--- config.mk ---
export PLATFORM = sky130hd
export DESIGN_NAME = updn_load_counter
export DESIGN_NICKNAME = d
export VERILOG_FILES = /design/src/rtl/ctr_pkg.sv /design/src/rtl/ctr_op_sel.sv /design/src/rtl/ctr_next.sv /design/src/rtl/ctr_term.sv /design/src/rtl/updn_load_counter.sv
export SDC_FILE = /design/constraint.sdc
export NUM_CORES = 1
export LEC_CHECK = 0
export BUFFER_PORTS_ARGS = -buffer_cell sky130_fd_sc_hd__buf_2
export CAP_MARGIN = 25
export CORE_AREA = 2 2 39 41
export CTS_CLUSTER_DIAMETER = 150
export DETAILED_ROUTE_END_ITERATION = 8
export DIE_AREA = 0 0 41 43
export GPL_TIMING_DRIVEN = 0
export MAX_ROUTING_LAYER = met4
export PLACE_DENSITY = 0.48
export SETUP_SLACK_MARGIN = 0.5
export SLEW_MARGIN = 20
export SYNTH_ARGS = -nofsm -noshare
export SYNTH_HDL_FRONTEND = slang
export SYNTH_SLANG_ARGS = --single-unit
--- constraint.sdc ---
create_clock -name clk -period 1.6 [get_ports clk]
set_input_delay 0.4 -clock clk [delete_from_list [all_inputs] [get_ports clk]]
set_output_delay 0.4 -clock clk [all_outputs]
set_load 0.05 [all_outputs]
--- src/rtl/ctr_pkg.sv ---
// Shared definitions for the up/down load counter.
// Assumes a binary count whose width is set here once.
package ctr_pkg;
    localparam int CNT_W = 4;

    // Operation chosen for the coming edge, listed in priority order.
    typedef enum logic [1:0] {
        OP_CLEAR = 2'd0,
        OP_LOAD  = 2'd1,
        OP_STEP  = 2'd2,
        OP_HOLD  = 2'd3
    } ctr_op_e;
endpackage

--- src/rtl/ctr_op_sel.sv ---
// Priority decoder: clear beats load, load beats counting, and otherwise hold.
// Assumes all controls are synchronous to the counter clock.
module ctr_op_sel
    import ctr_pkg::*;
(
    input  logic    clear_n,
    input  logic    load,
    input  logic    count_en,
    output ctr_op_e op
);
    // Pick the operation with the highest priority that is requested.
    always_comb begin
        if (!clear_n)      op = OP_CLEAR;
        else if (load)     op = OP_LOAD;
        else if (count_en) op = OP_STEP;
        else               op = OP_HOLD;
    end
endmodule

--- src/rtl/ctr_next.sv ---
// Next-count datapath. It is fully decoded, so every present value has a
// defined successor, and a step wraps modulo 2**W.
// Assumes the operation is already resolved by priority.
module ctr_next
    import ctr_pkg::*;
#(
    parameter int W = 4
) (
    input  ctr_op_e        op,
    input  logic           down,
    input  logic [W-1:0]   cur,
    input  logic [W-1:0]   din,
    output logic [W-1:0]   nxt
);
    localparam logic [W-1:0] ONE  = W'(1);
    localparam logic [W-1:0] ZERO = '0;

    logic [W-1:0] stepped;

    // Modular step in the requested direction.
    always_comb stepped = down ? (cur - ONE) : (cur + ONE);

    // Select the successor for the chosen operation.
    always_comb begin
        case (op)
            OP_CLEAR: nxt = ZERO;
            OP_LOAD:  nxt = din;
            OP_STEP:  nxt = stepped;
            default:  nxt = cur;
        endcase
    end
endmodule

--- src/rtl/ctr_term.sv ---
// Terminal-count detector: flags the last value before a wrap in the
// current direction. It is purely combinational and ignores the enable.
module ctr_term #(
    parameter int W = 4
) (
    input  logic [W-1:0] cur,
    input  logic         down,
    output logic         term
);
    logic at_top;
    logic at_bottom;

    // Detect the two extreme values of the count.
    always_comb begin
        at_top    = &cur;
        at_bottom = ~|cur;
        term      = down ? at_bottom : at_top;
    end
endmodule

--- src/rtl/updn_load_counter.sv ---
// Four-bit up/down counter with parallel load and synchronous active-low
// clear. Load bits arrive as scalars and are packed here, din3 being the MSB.
// Assumes one clock domain; the state register has no illegal encodings.
module updn_load_counter
    import ctr_pkg::*;
(
    input  logic             clk,
    input  logic             count_en,
    input  logic             clear_n,
    input  logic             down,
    input  logic             load,
    input  logic             din3,
    input  logic             din2,
    input  logic             din1,
    input  logic             din0,
    output logic             term,
    output logic [CNT_W-1:0] count
);
    localparam logic [CNT_W-1:0] ONE = CNT_W'(1);

    logic [CNT_W-1:0] din_vec;
    logic [CNT_W-1:0] q;
    logic [CNT_W-1:0] q_nxt;
    ctr_op_e          op;

    // Gather the scalar load bits into a vector.
    always_comb din_vec = {din3, din2, din1, din0};

    ctr_op_sel u_sel (
        .clear_n  (clear_n),
        .load     (load),
        .count_en (count_en),
        .op       (op)
    );

    ctr_next #(.W(CNT_W)) u_next (
        .op   (op),
        .down (down),
        .cur  (q),
        .din  (din_vec),
        .nxt  (q_nxt)
    );

    // State register: clear, load, step and hold are all resolved in q_nxt.
    always_ff @(posedge clk) q <= q_nxt;

    ctr_term #(.W(CNT_W)) u_term (
        .cur  (q),
        .down (down),
        .term (term)
    );

    // Drive the count output.
    always_comb count = q;

    // Clear forces zero at the next edge.
    p_clear_r1: assert property (@(posedge clk)
        !clear_n |=> (count == '0));

    // Load captures the data bits regardless of the enable.
    p_load_r2: assert property (@(posedge clk) disable iff (!clear_n)
        load |=> (count == $past(din_vec)));

    // Step up.
    p_up_r3: assert property (@(posedge clk) disable iff (!clear_n)
        (!load && count_en && !down) |=> (count == $past(count) + ONE));

    // Step down.
    p_down_r4: assert property (@(posedge clk) disable iff (!clear_n)
        (!load && count_en && down) |=> (count == $past(count) - ONE));

    // Wrap from the top to zero when stepping up.
    p_wrap_r5: assert property (@(posedge clk) disable iff (!clear_n)
        (!load && count_en && !down && (&count)) |=> (count == '0));

    // Idle keeps the value.
    p_hold_r6: assert property (@(posedge clk) disable iff (!clear_n)
        (!load && !count_en) |=> $stable(count));

    // The flag only appears at one of the two extreme counts.
    p_term_r7: assert property (@(posedge clk) disable iff (!clear_n)
        term |-> ((count == '0) || (&count)));
endmodule

# Yosys cells after proc, flatten, opt, wreduce, memory -nomap -nowiden
# Index checks and enable logic that the tools add are counted.
word_totals:
  mem_bits_ro: 0
  n_memories: 0
  reg_bits: 4
  latch_bits: 0
  ramBits: 0
  out_inout_bits: 5
  inputBits: 9
classes:
  n_mux: 6
  div: 0
  eq_ne: 2
  reduce_logical: 5
  multipliers: 0
  n_bitwise: 0
  magnitude_cmp: 0
  addsub: 2
  shifts: 0
op_table:
  columns: ["cell", "count"]
  rows:
  - ["4-bit one-hot mux with 3 select lines", 1]
  - ["4-bit by 1-bit adder with 4-bit output, second input constant", 1]
  - ["2-bit 2-to-1 mux", 2]
  - ["4-bit 2-to-1 mux", 1]
  - ["4-bit AND reduction", 1]
  - ["4-bit OR reduction", 1]
  - ["4-bit by 1-bit subtractor with 4-bit output, second input constant", 1]
  - ["3-bit nonzero test", 1]
  - ["2-bit by 1-bit == test with 1-bit output, second input constant", 1]
  - ["2-bit == test, second input constant", 1]
  - ["2-bit zero test", 1]
  - ["1-bit 2-to-1 mux", 2]
  - ["1-bit zero test", 1]

# Logic depth before layout (Yosys ltp)
# Gate-level depths: netlist (run 1).
depth:
  ltp_word: 5
  depth_mapped: 5
  depth_no_buf: 5

# Cells and area by module
# Synthesis (run 1) repeated with hierarchy kept, for this count alone.
unflattened:
  hier_cells: 36
  hier_area_um2: 334.1
modules_own_cells:
  columns: ["module", "area_per_inst_um2", "instances", "seq_area_each_um2", "cells_each"]
  rows:
  - ["ctr_next", 210.2, 1, 0.0, 26]
  - ["updn_load_counter", 80.1, 1, 80.1, 4]
  - ["ctr_term", 23.8, 1, 0.0, 3]
  - ["ctr_op_sel", 20.0, 1, 0.0, 3]

# Least setup slack after synthesis (run 1)
# No wires, ideal clock.
synth_timing:
  path_type: "reg2out"
  from: "register q[3], in the netlist count[3]"
  to: "output port term"
  slack_ns: -0.790
  t_arrival_ns: 1.990
  required_ns: 1.200
  stages_incl_launch_ff: 3
  cell_sequence: "edfxtp_1 -> nand2_1 -> o31ai_1"
synth_via:
  elab_chain_cells: 3
synth_rtl:
  columns: ["item", "line_no", "text"]
  rows:
  - ["start, declared", "updn_load_counter.sv:22", "logic [CNT_W-1:0] q;"]
  - ["start signal, assigned", "updn_load_counter.sv:45", "always_ff @(posedge clk) q <= q_nxt;"]
  - ["4-bit OR reduction", "ctr_term.sv:16", "at_bottom = ~|cur;"]
  - ["1-bit zero test", "ctr_term.sv:16", null]
  - ["1-bit 2-to-1 mux *", "ctr_term.sv:17", "term = down ? at_bottom : at_top;"]
  - ["end, declared", "updn_load_counter.sv:16", "output logic term,"]
# Every way passes the cells marked *; elsewhere a longest branch is shown, timed or not.

# Worst setup path in the final report (run 1)
layout_timing:
  from: "register q[1], in the netlist count[1]"
  to: "output port term"
# Same word-level chain as after synthesis.

==> impl_metrics.env, run 1 <==
export IMPL_cts_buffers=3
export IMPL_grt_busiest_layer="met2"
export IMPL_grtUsageMet2_pct=16.9
export IMPL_netlist_area_um2=338
export IMPL_fin_util_pct=44.4
export IMPL_coreArea_um2=1380
export IMPL_antenna_left=0
export IMPL_violations="setup timing"
export IMPL_cts_tree="yes"
export IMPL_async_reset_ff_share_pct=0
export IMPL_critPathSlowestCell="edfxtp_1"
export IMPL_crit_required_ns=1.20
export IMPL_critPathTopFamily="flip-flops"
export IMPL_yosysTopAreaCell="edfxtp_1"
export IMPL_grt_usage_pct=11.7
export IMPL_antenna_cells=0
export IMPL_worst_ir_drop_vdd_uv=282
export IMPL_cp_end_kind="output port"
export IMPL_cts_buffer_depth=2
export IMPL_drtIter0Drc=0
export IMPL_finalClockSkew_ns=0.00306
export IMPL_grt_pass1_wl_um=1300
export IMPL_synth_top_cell_area_share_pct=35.6
export IMPL_setup_viol=1
export IMPL_die_h_um=43
export IMPL_antenna_found_initial=0
export IMPL_crit_path_start_kind="flip-flop"
export IMPL_num_io_pins=14
export IMPL_yosysMostFrequentCell="edfxtp_1"
export IMPL_numClockSinks=4
export IMPL_power_mw=0.481
export IMPL_synth_edff_count=4
export IMPL_grt_setup_unrepaired="true"
export IMPL_cp_slowest_stage_delay_ns=0.43
export IMPL_grt_ovfl_total=0
export IMPL_drive_gt1_share_pct=57.9
export IMPL_grt_max_degree=11
export IMPL_yosys_register_bits=4
export IMPL_final_period_utilization_pct=100
export IMPL_largest_reg_flops=4
export IMPL_synth_area_leaders="edfxtp_1 (36%), ha_1 (7.4%), fa_1 (5.9%), a22oi_1 (4.4%), nand3b_1 (4.4%)"
export IMPL_row_count=14
export IMPL_worstMarginPinSlew_ns=0.186
export IMPL_run_status="finished, violations left"
export IMPL_grt_pass1_vias=288
export IMPL_hold_class="input port to flip-flop"
export IMPL_crit_buf_inv=2
export IMPL_cts_htree_levels=1
export IMPL_fmax_mhz=624
export IMPL_wire_per_inst_um=12.1
export IMPL_hold_viol_final=0
export IMPL_gp_congestion=0.622
export IMPL_drc=0
export IMPL_synth_cells=35
export IMPL_yosysWarningCount=0
export IMPL_start_util_pct=24.4
export IMPL_synth_ff_type="edfxtp_1"
export IMPL_worstPathArrival_ns=1.20
export IMPL_root_buffer="clkbuf_4"
export IMPL_vias_per_cell=4.77
export IMPL_leakagePower_nw=0.265
export IMPL_drt_pass1_iter_count=1
export IMPL_path_class="flip-flop to output port"
export IMPL_maxCapViolCount=0
export IMPL_wirelength_um=882
export IMPL_grtUsageMet1_pct=14.4
export IMPL_synth_cell_types=22
export IMPL_critPathMaxFanout=3
export IMPL_slew_headroom_pct=87.5
export IMPL_syn_mean_instance_area_um2=9.65
export IMPL_die_area_um2=1760
export IMPL_grt_use_met3_pct=3.14
export IMPL_num_vias=348
export IMPL_num_nets_final=71
export IMPL_io_buffers=12
export IMPL_die_w_um=41
export IMPL_drv_slew=0
export IMPL_setup_ws_ns=-0.00272
export IMPL_syn_nets=47
export IMPL_timing_final_crit_period_ns=1.60
export IMPL_powerDensity_nw_per_um2=784
export IMPL_yosys_top_cells_count="edfxtp_1 (4), inv_1 (3), nand2_1 (3), nor2_1 (3)"
export IMPL_cts_clk_slew_worst_paths_ns=0.04
export IMPL_area_delta_synth_final_pct=81.9
export IMPL_critical_path_cell_chain="inv_2, nand4_1, o31ai_4, buf_6"
export IMPL_seq_area_frac_synth_pct=35.6
export IMPL_clk_latency_ns=0.23
export IMPL_dp_hpwl_um=615
report_power, final:
group          internal [mW]  total [mW]  switching [mW]
sequential             0.128       0.138          0.0104
clock                 0.0837       0.122          0.0380
combinational          0.109       0.221           0.112
total                  0.321       0.481           0.161
metrics by stage:
| stage | hold WS [ns] | instances | setup WS (ns) | area, um2 | TNS (ns) |
|---|---|---|---|---|---|
| floorplan | 0.609 | 35 | -0.204 | 385 | -0.544 |
| global placement | 0.770 | 63 | -0.191 | 465 | -0.191 |
| detailed placement | 0.771 | 63 | -0.177 | 465 | -0.177 |
| CTS | 0.530 | 72 | -0.0149 | 592 | -0.0149 |
| global route | 0.539 | 73 | -0.0869 | 614 | -0.120 |
| finish | 0.539 | 73 | -0.00272 | 614 | -0.00272 |
cells by family after synthesis:
kind of cell | after synthesis | synth area share [%]
AOI/OAI and AO/OA | 7 | 15.6
xor gates and xnor gates | 2 | 5.19
adders and majority gates | 3 | 13.3
buffers and inverters | 4 | 4.81
DFF | 4 | 35.6
and+or+nand+nor | 15 | 25.6
area by class of cell:
cell class,count,area (um2)
fillers,142,769
multi-input cells,27,256
well taps,16,20.0
inverters,3,11.3
clock buffers,3,22.5
repair buffers,19,169
flip-flops and latches,4,120
plain buffers,1,15.0
worst reg2reg max path, delay by kind of cell, from the launching register on:
family	cells	cell delay, ns
buf+inv	1	0.18
compound gates	3	0.48
fa+ha+maj	1	0.26
flops	1	0.42
layer usage:
layer	part of all wire [%]	routed length [um]	vias to the layer above
met4	0	0	0
met2	54	480	16
met3	5.1	45	0
met5	0	0	-
met1	40	355	156
li1	-	-	176
repair_timing:
action | 4_1_cts | 5_1_grt
hold buffers | 0 | 0
setup buffers | 6 | 1
gates resized for setup | 18 | 2
setup endpoints to repair | 8 | 9
endpoints found under the hold margin | 0 | 0
pin swaps | 6 | 2
path summary, 6_finish.rpt:
| path | startpoint | end | slack [ns] | cells after the start |
|---|---|---|---|---|
| max reg2reg | count[2] | count[3] | 0.01 | 5 |
| min | load | count[3] | 0.54 | 2 |
| min reg2reg | count[3] | count[3] | 1.06 | 4 |
| max | count[1] | term | -0.003 | 4 |
placed cells by master (no fill, tap or decap), types with 2 or more instances in the layout:
cell,Yosys,final
nor2b_1,2,2
edfxtp_1,4,4
buf_8,0,4
inv_2,0,2
buf_2,1,6
a22oi_1,2,2
buf_4,0,5
nand2_1,3,2
clkbuf_4,0,3
nor2_1,3,2
buf_6,0,5
nand3b_1,2,2
No activity file was read; power rests on OpenSTA's default activity.
==> run 2: changes to the inputs <==
--- a/config.mk
+++ b/config.mk
@@ -13,7 +13,7 @@
 export DIE_AREA = 0 0 41 43
 export GPL_TIMING_DRIVEN = 0
 export MAX_ROUTING_LAYER = met4
-export PLACE_DENSITY = 0.48
+export PLACE_DENSITY = 0.55
 export SETUP_SLACK_MARGIN = 0.5
 export SLEW_MARGIN = 20
 export SYNTH_ARGS = -nofsm -noshare
==> run 2 against run 1 <==
The run still ends with setup timing left. Final cell count decreased by 4.1%. Die area unchanged. Highest routed layer unchanged. Sequential cell count unchanged. Clock skew decreased by 0.0012 ns. Largest power group unchanged. Critical path depth unchanged. Total power decreased by 3.0%. Fmax decreased by 2.1%. First-iteration DRC count increased by 4. Wire length decreased by 1.5%. Final area decreased by 4.5%. Count of clock-buffer cells in the layout unchanged.
==> impl_metrics.env, run 2 (same netlist as run 1, synthesis figures left out) <==
export IMPL_run_status="finished, violations left"
export IMPL_violations="setup timing"
export IMPL_num_io_pins=14
export IMPL_ff2ff_setup_slack_ns=0.03
export IMPL_worst_ir_drop_vdd_uv=264
export IMPL_largest_reg_flops=4
export IMPL_grt_setup_unrepaired="true"
export IMPL_cts_buffers=3
export IMPL_clk_latency_ns=0.23
export IMPL_placed_area_um2=465
export IMPL_maxCapViolCount=0
export IMPL_cp_slowest_stage_delay_ns=0.45
export IMPL_drtIter0Drc=4
export IMPL_worstPathArrival_ns=1.24
export IMPL_critical_path_cell_chain="inv_2, nand4_1, o31ai_4, buf_6"
export IMPL_setup_viol=1
export IMPL_io_buffers=12
export IMPL_num_vias=335
export IMPL_p_clk_share_pct=25.9
export IMPL_drive_gt1_share_pct=57.4
export IMPL_regArea_um2=120
export IMPL_multi_input_area_um2=262
export IMPL_startpoint="count[0]"
export IMPL_path_class="flip-flop to output port"
export IMPL_drc=0
export IMPL_area_delta_synth_final_pct=73.7
export IMPL_root_buffer="clkbuf_4"
export IMPL_wirelength_um=869
export IMPL_hold_viol_final=0
export IMPL_grt_pass1_vias=320
export IMPL_cts_tree="yes"
export IMPL_row_count=14
export IMPL_crit_required_ns=1.20
export IMPL_critPathMaxFanout=4
export IMPL_p_sw_share_pct=34.1
export IMPL_final_cell_mix="buf_2 (7), buf_6 (5), edfxtp_1 (4), buf_8 (3), clkbuf_4 (3)"
export IMPL_n_fill_cell=141
export IMPL_crit_buf_inv=2
export IMPL_setup_ws_ns=-0.0367
export IMPL_leakagePower_nw=0.247
export IMPL_grt_usage_pct=11.9
export IMPL_start_util_pct=24.4
export IMPL_final_period_utilization_pct=102
export IMPL_hold_class="input port to flip-flop"
export IMPL_finalClockSkew_ns=0.00191
export IMPL_dp_slack_ns=-0.160
export IMPL_drt_pass1_iter_count=4
export IMPL_antenna_left=0
export IMPL_wire_per_inst_um=12.4
export IMPL_cts_htree_levels=1
export IMPL_finalNonFillerCells=70
export IMPL_timing_final_crit_period_ns=1.64
export IMPL_slew_headroom_pct=83.6
export IMPL_cts_buffer_depth=2
export IMPL_crit_path_start_kind="flip-flop"
export IMPL_fin_util_pct=42.4
export IMPL_crit_path_end="term"
export IMPL_p_comb_share_pct=44.3
export IMPL_finalInstanceArea_um2=587
export IMPL_antenna_found_initial=0
export IMPL_critPathTopFamily="flip-flops"
export IMPL_die_area_um2=1760
export IMPL_internal_power_mw=0.308
export IMPL_pwr_share_seq_pct=29.8
export IMPL_gp_congestion=0.596
export IMPL_cp_end_kind="output port"
export IMPL_vias_per_cell=4.79
export IMPL_r2r_end="count[3]"
export IMPL_worstMarginPinSlew_ns=0.247
export IMPL_grt_pass1_wl_um=1320
export IMPL_netSwitchingPower_mw=0.159
export IMPL_die_h_um=43
export IMPL_cts_clk_slew_worst_paths_ns=0.04
export IMPL_drv_slew=0
export IMPL_powerDensity_nw_per_um2=796
export IMPL_critPathSlowestCell="edfxtp_1"
export IMPL_r2r_start="count[2]"
export IMPL_numClockSinks=4
export IMPL_dp_cells=63
export IMPL_crit_cells=4
export IMPL_dp_hpwl_um=588
export IMPL_num_nets_final=68
export IMPL_grt_ovfl_total=0
export IMPL_reg2regPathDepth=5
export IMPL_grt_max_degree=11
export IMPL_die_w_um=41
export IMPL_power_mw=0.467
export IMPL_antenna_cells=0
export IMPL_coreArea_um2=1380
export IMPL_whs_ns=0.543
export IMPL_fmax_mhz=611
export IMPL_timing_setup_tns_ns=-0.0367
export IMPL_final_common_cell="buf_2"
[run 2: changes by cell type in the layout (fill, tap and decap cells not counted)]
cell / delta
buf_2: +1
a22oi_1: -1
a22oi_2: +1
buf_4: -3
buf_8: -1
[run 2: power by group through the flow]
stage | Combinational (mW) | Clock (mW) | Sequential (mW)
final | 0.207 | 0.121 | 0.139
after floorplan | 0.0763 | 0 | 0.175
after detailed placement | 0.150 | 0 | 0.143
after global routing | 0.223 | 0.128 | 0.141
after global placement | 0.148 | 0 | 0.144
after CTS | 0.201 | 0.126 | 0.138
[run 2: worst min path at each step]
stage             from        to  cells past startpoint
2_1_floorplan  clear_n  count[0]                      1
3_3_place_gp      load  count[2]                      2
3_5_place_dp      load  count[3]                      2
4_1_cts           load  count[1]                      2
5_1_grt           load  count[0]                      2
6_report          din0  count[0]                      3
[run 2: tightest hold or removal path, stage by stage]
cell     delay [ns]
buf_2          0.08
a22oi_1        0.07
nor2b_1        0.11
[run 2: per-layer routing]
metal  vias to the layer above  share of wire [%]  GRT usage (%)
met1                       152                 44           14.4
li1                        167                  -              -
met4                         0                  0           6.00
met5                         -                  0              -
met2                        16                 50           17.5
met3                         0                5.5           3.14
[run 2: area by class of cell]
type	instances	share of cell area, %
multi-input cells	27	44.6
repair buffers	16	23.2
flip-flops and latches	4	20.5
clock buffers	3	3.84
well taps	16	3.41
plain buffers	1	2.56
inverters	3	1.92
[run 2: timing repair]
action | CTS | global route
gates resized for setup | 15 | 3
pin swaps | 4 | 3
setup buffers | 4 | 0
hold endpoints to repair | 0 | 0
hold buffers | 0 | 0
setup endpoints to repair | 8 | 9
==> run 3: changes to the inputs <==
--- a/config.mk
+++ b/config.mk
@@ -15,6 +15,7 @@
 export MAX_ROUTING_LAYER = met4
 export PLACE_DENSITY = 0.55
 export SETUP_SLACK_MARGIN = 0.5
+export SKIP_LAST_GASP = 1
 export SLEW_MARGIN = 20
 export SYNTH_ARGS = -nofsm -noshare
 export SYNTH_HDL_FRONTEND = slang
==> run 3 against run 2 <==
The flow still finishes with violations (setup timing). Total power is 0.48% lower. Register-to-register slack hardly changed. Final cell count stayed put. Clock power hardly changed. Sequential power hardly changed. Utilization is 0.27 points lower. Critical path depth stayed put. Non-clock buffer count stayed put.
==> impl_metrics.env, run 3 (same netlist as run 1, synthesis figures left out) <==
export IMPL_timing_final_crit_period_ns=1.64
export IMPL_critPathMaxFanout=4
export IMPL_maxCapViolCount=0
export IMPL_fin_util_pct=42.1
export IMPL_met2RoutedLength_um=429
export IMPL_p_clk_share_pct=26.0
export IMPL_cts_clk_slew_worst_paths_ns=0.04
export IMPL_path_class="flip-flop to output port"
export IMPL_finalClockSkew_ns=0.00191
export IMPL_hold_class="input port to flip-flop"
export IMPL_num_vias=335
export IMPL_vias_per_cell=4.79
export IMPL_p_comb_share_pct=44.0
export IMPL_cts_htree_levels=1
export IMPL_wl_met1_um=388
export IMPL_antenna_left=0
export IMPL_crit_required_ns=1.20
export IMPL_die_w_um=41
export IMPL_area_delta_synth_final_pct=72.6
export IMPL_grt_setup_unrepaired="true"
export IMPL_die_area_um2=1760
export IMPL_wl_met3_um=49
export IMPL_num_nets_final=68
export IMPL_ff2ff_setup_slack_ns=0.03
export IMPL_grt_usage_pct=11.8
export IMPL_largest_reg_flops=4
export IMPL_finalInstanceArea_um2=583
export IMPL_reg2regPathDepth=5
export IMPL_die_h_um=43
export IMPL_num_io_pins=14
export IMPL_grt_max_degree=11
export IMPL_worst_ir_drop_vdd_uv=264
export IMPL_dp_hpwl_um=588
export IMPL_r2r_start="count[2]"
export IMPL_drt_pass1_iter_count=4
export IMPL_leakagePower_nw=0.245
export IMPL_slew_headroom_pct=83.6
export IMPL_drv_slew=0
export IMPL_wire_per_inst_um=12.4
export IMPL_worstPathArrival_ns=1.24
export IMPL_coreArea_um2=1380
export IMPL_crit_path_start_kind="flip-flop"
export IMPL_fmax_mhz=611
export IMPL_pwr_share_seq_pct=30.0
export IMPL_row_count=14
export IMPL_io_buffers=12
export IMPL_internal_power_mw=0.306
export IMPL_drc=0
export IMPL_p_sw_share_pct=34.1
export IMPL_violations="setup timing"
export IMPL_crit_path_end="term"
export IMPL_drive_gt1_share_pct=57.4
export IMPL_n_fill_cell=141
export IMPL_antenna_cells=0
export IMPL_routed_top_layer="met3"
export IMPL_placed_area_um2=465
export IMPL_setup_viol=1
export IMPL_r2r_end="count[3]"
export IMPL_root_buffer="clkbuf_4"
export IMPL_cts_buffers=3
export IMPL_wirelength_um=867
export IMPL_start_util_pct=24.4
export IMPL_gp_congestion=0.596
export IMPL_cp_end_kind="output port"
export IMPL_startpoint="count[0]"
export IMPL_worstMarginPinSlew_ns=0.247
export IMPL_run_status="finished, violations left"
export IMPL_antenna_found_initial=0
export IMPL_final_cell_mix="buf_2 (7), buf_6 (6), edfxtp_1 (4), clkbuf_4 (3)"
export IMPL_hold_viol_final=0
export IMPL_grt_pass1_wl_um=1310
export IMPL_powerDensity_nw_per_um2=797
export IMPL_clk_latency_ns=0.23
export IMPL_drtIter0Drc=4
export IMPL_final_common_cell="buf_2"
export IMPL_timing_setup_tns_ns=-0.0380
export IMPL_cts_buffer_depth=2
export IMPL_final_period_utilization_pct=102
export IMPL_netSwitchingPower_mw=0.159
export IMPL_setup_ws_ns=-0.0380
export IMPL_cts_tree="yes"
export IMPL_grt_ovfl_total=0
export IMPL_grt_pass1_vias=320
export IMPL_dp_slack_ns=-0.160
export IMPL_numClockSinks=4
==> run 3: worst min-delay path by stage <==
| stage | startpoint | end | slack (ns) | cells after the start |
|---|---|---|---|---|
| global placement | load | count[2] | 0.77 | 2 |
| floorplan | clear_n | count[0] | 0.61 | 1 |
| finish | din0 | count[0] | 0.54 | 3 |
| CTS | load | count[1] | 0.53 | 2 |
| detailed placement | load | count[3] | 0.77 | 2 |
| global route | load | count[0] | 0.57 | 2 |
==> run 3: area by class of cell <==
class,instances,area (um2),share of cell area [%]
clock buffer,3,22.5,3.86
multi-input combinational,27,262,44.8
sequential,4,120,20.6
buffer,1,15.0,2.58
inverter,3,11.3,1.93
tap,16,20.0,3.43
timing repair buffer,16,133,22.7
==> run 3: per-layer routing <==
layer | global-route usage, % | up-vias
li1 | - | 167
met1 | 14.4 | 152
met2 | 17.2 | 16
met3 | 3.14 | 0
met4 | 6.00 | 0
met5 | - | -
==> run 3: critical path: stages (launching register included) <==
cell and delay, ns:
edfxtp_1 0.45, inv_2 0.11, nand4_1 0.16, o31ai_4 0.10, buf_6 0.19
==> run 3: metrics by stage <==
step	std cells	total power, mW	hold WS, ns
after global placement	63	0.292	0.767
after detailed placement	63	0.293	0.772
final	70	0.465	0.543
after CTS	70	0.461	0.532
after floorplan	35	0.252	0.609
after global routing	70	0.489	0.566
==> run 3: repair_timing <==
item                       4_1_cts  5_1_grt
resized for setup               13        4
setup endpoints to repair        8        9
setup buffers                    4        0
pin swaps                        4        3
hold buffers                     0        0
==> run 3: power by group through the flow <==
stage / Clock, mW / Combinational [mW] / Sequential (mW)
final: 0.121 / 0.205 / 0.139
after global routing: 0.128 / 0.220 / 0.141
after CTS: 0.126 / 0.196 / 0.138
after detailed placement: 0 / 0.150 / 0.143
after global placement: 0 / 0.148 / 0.144
after floorplan: 0 / 0.0763 / 0.175
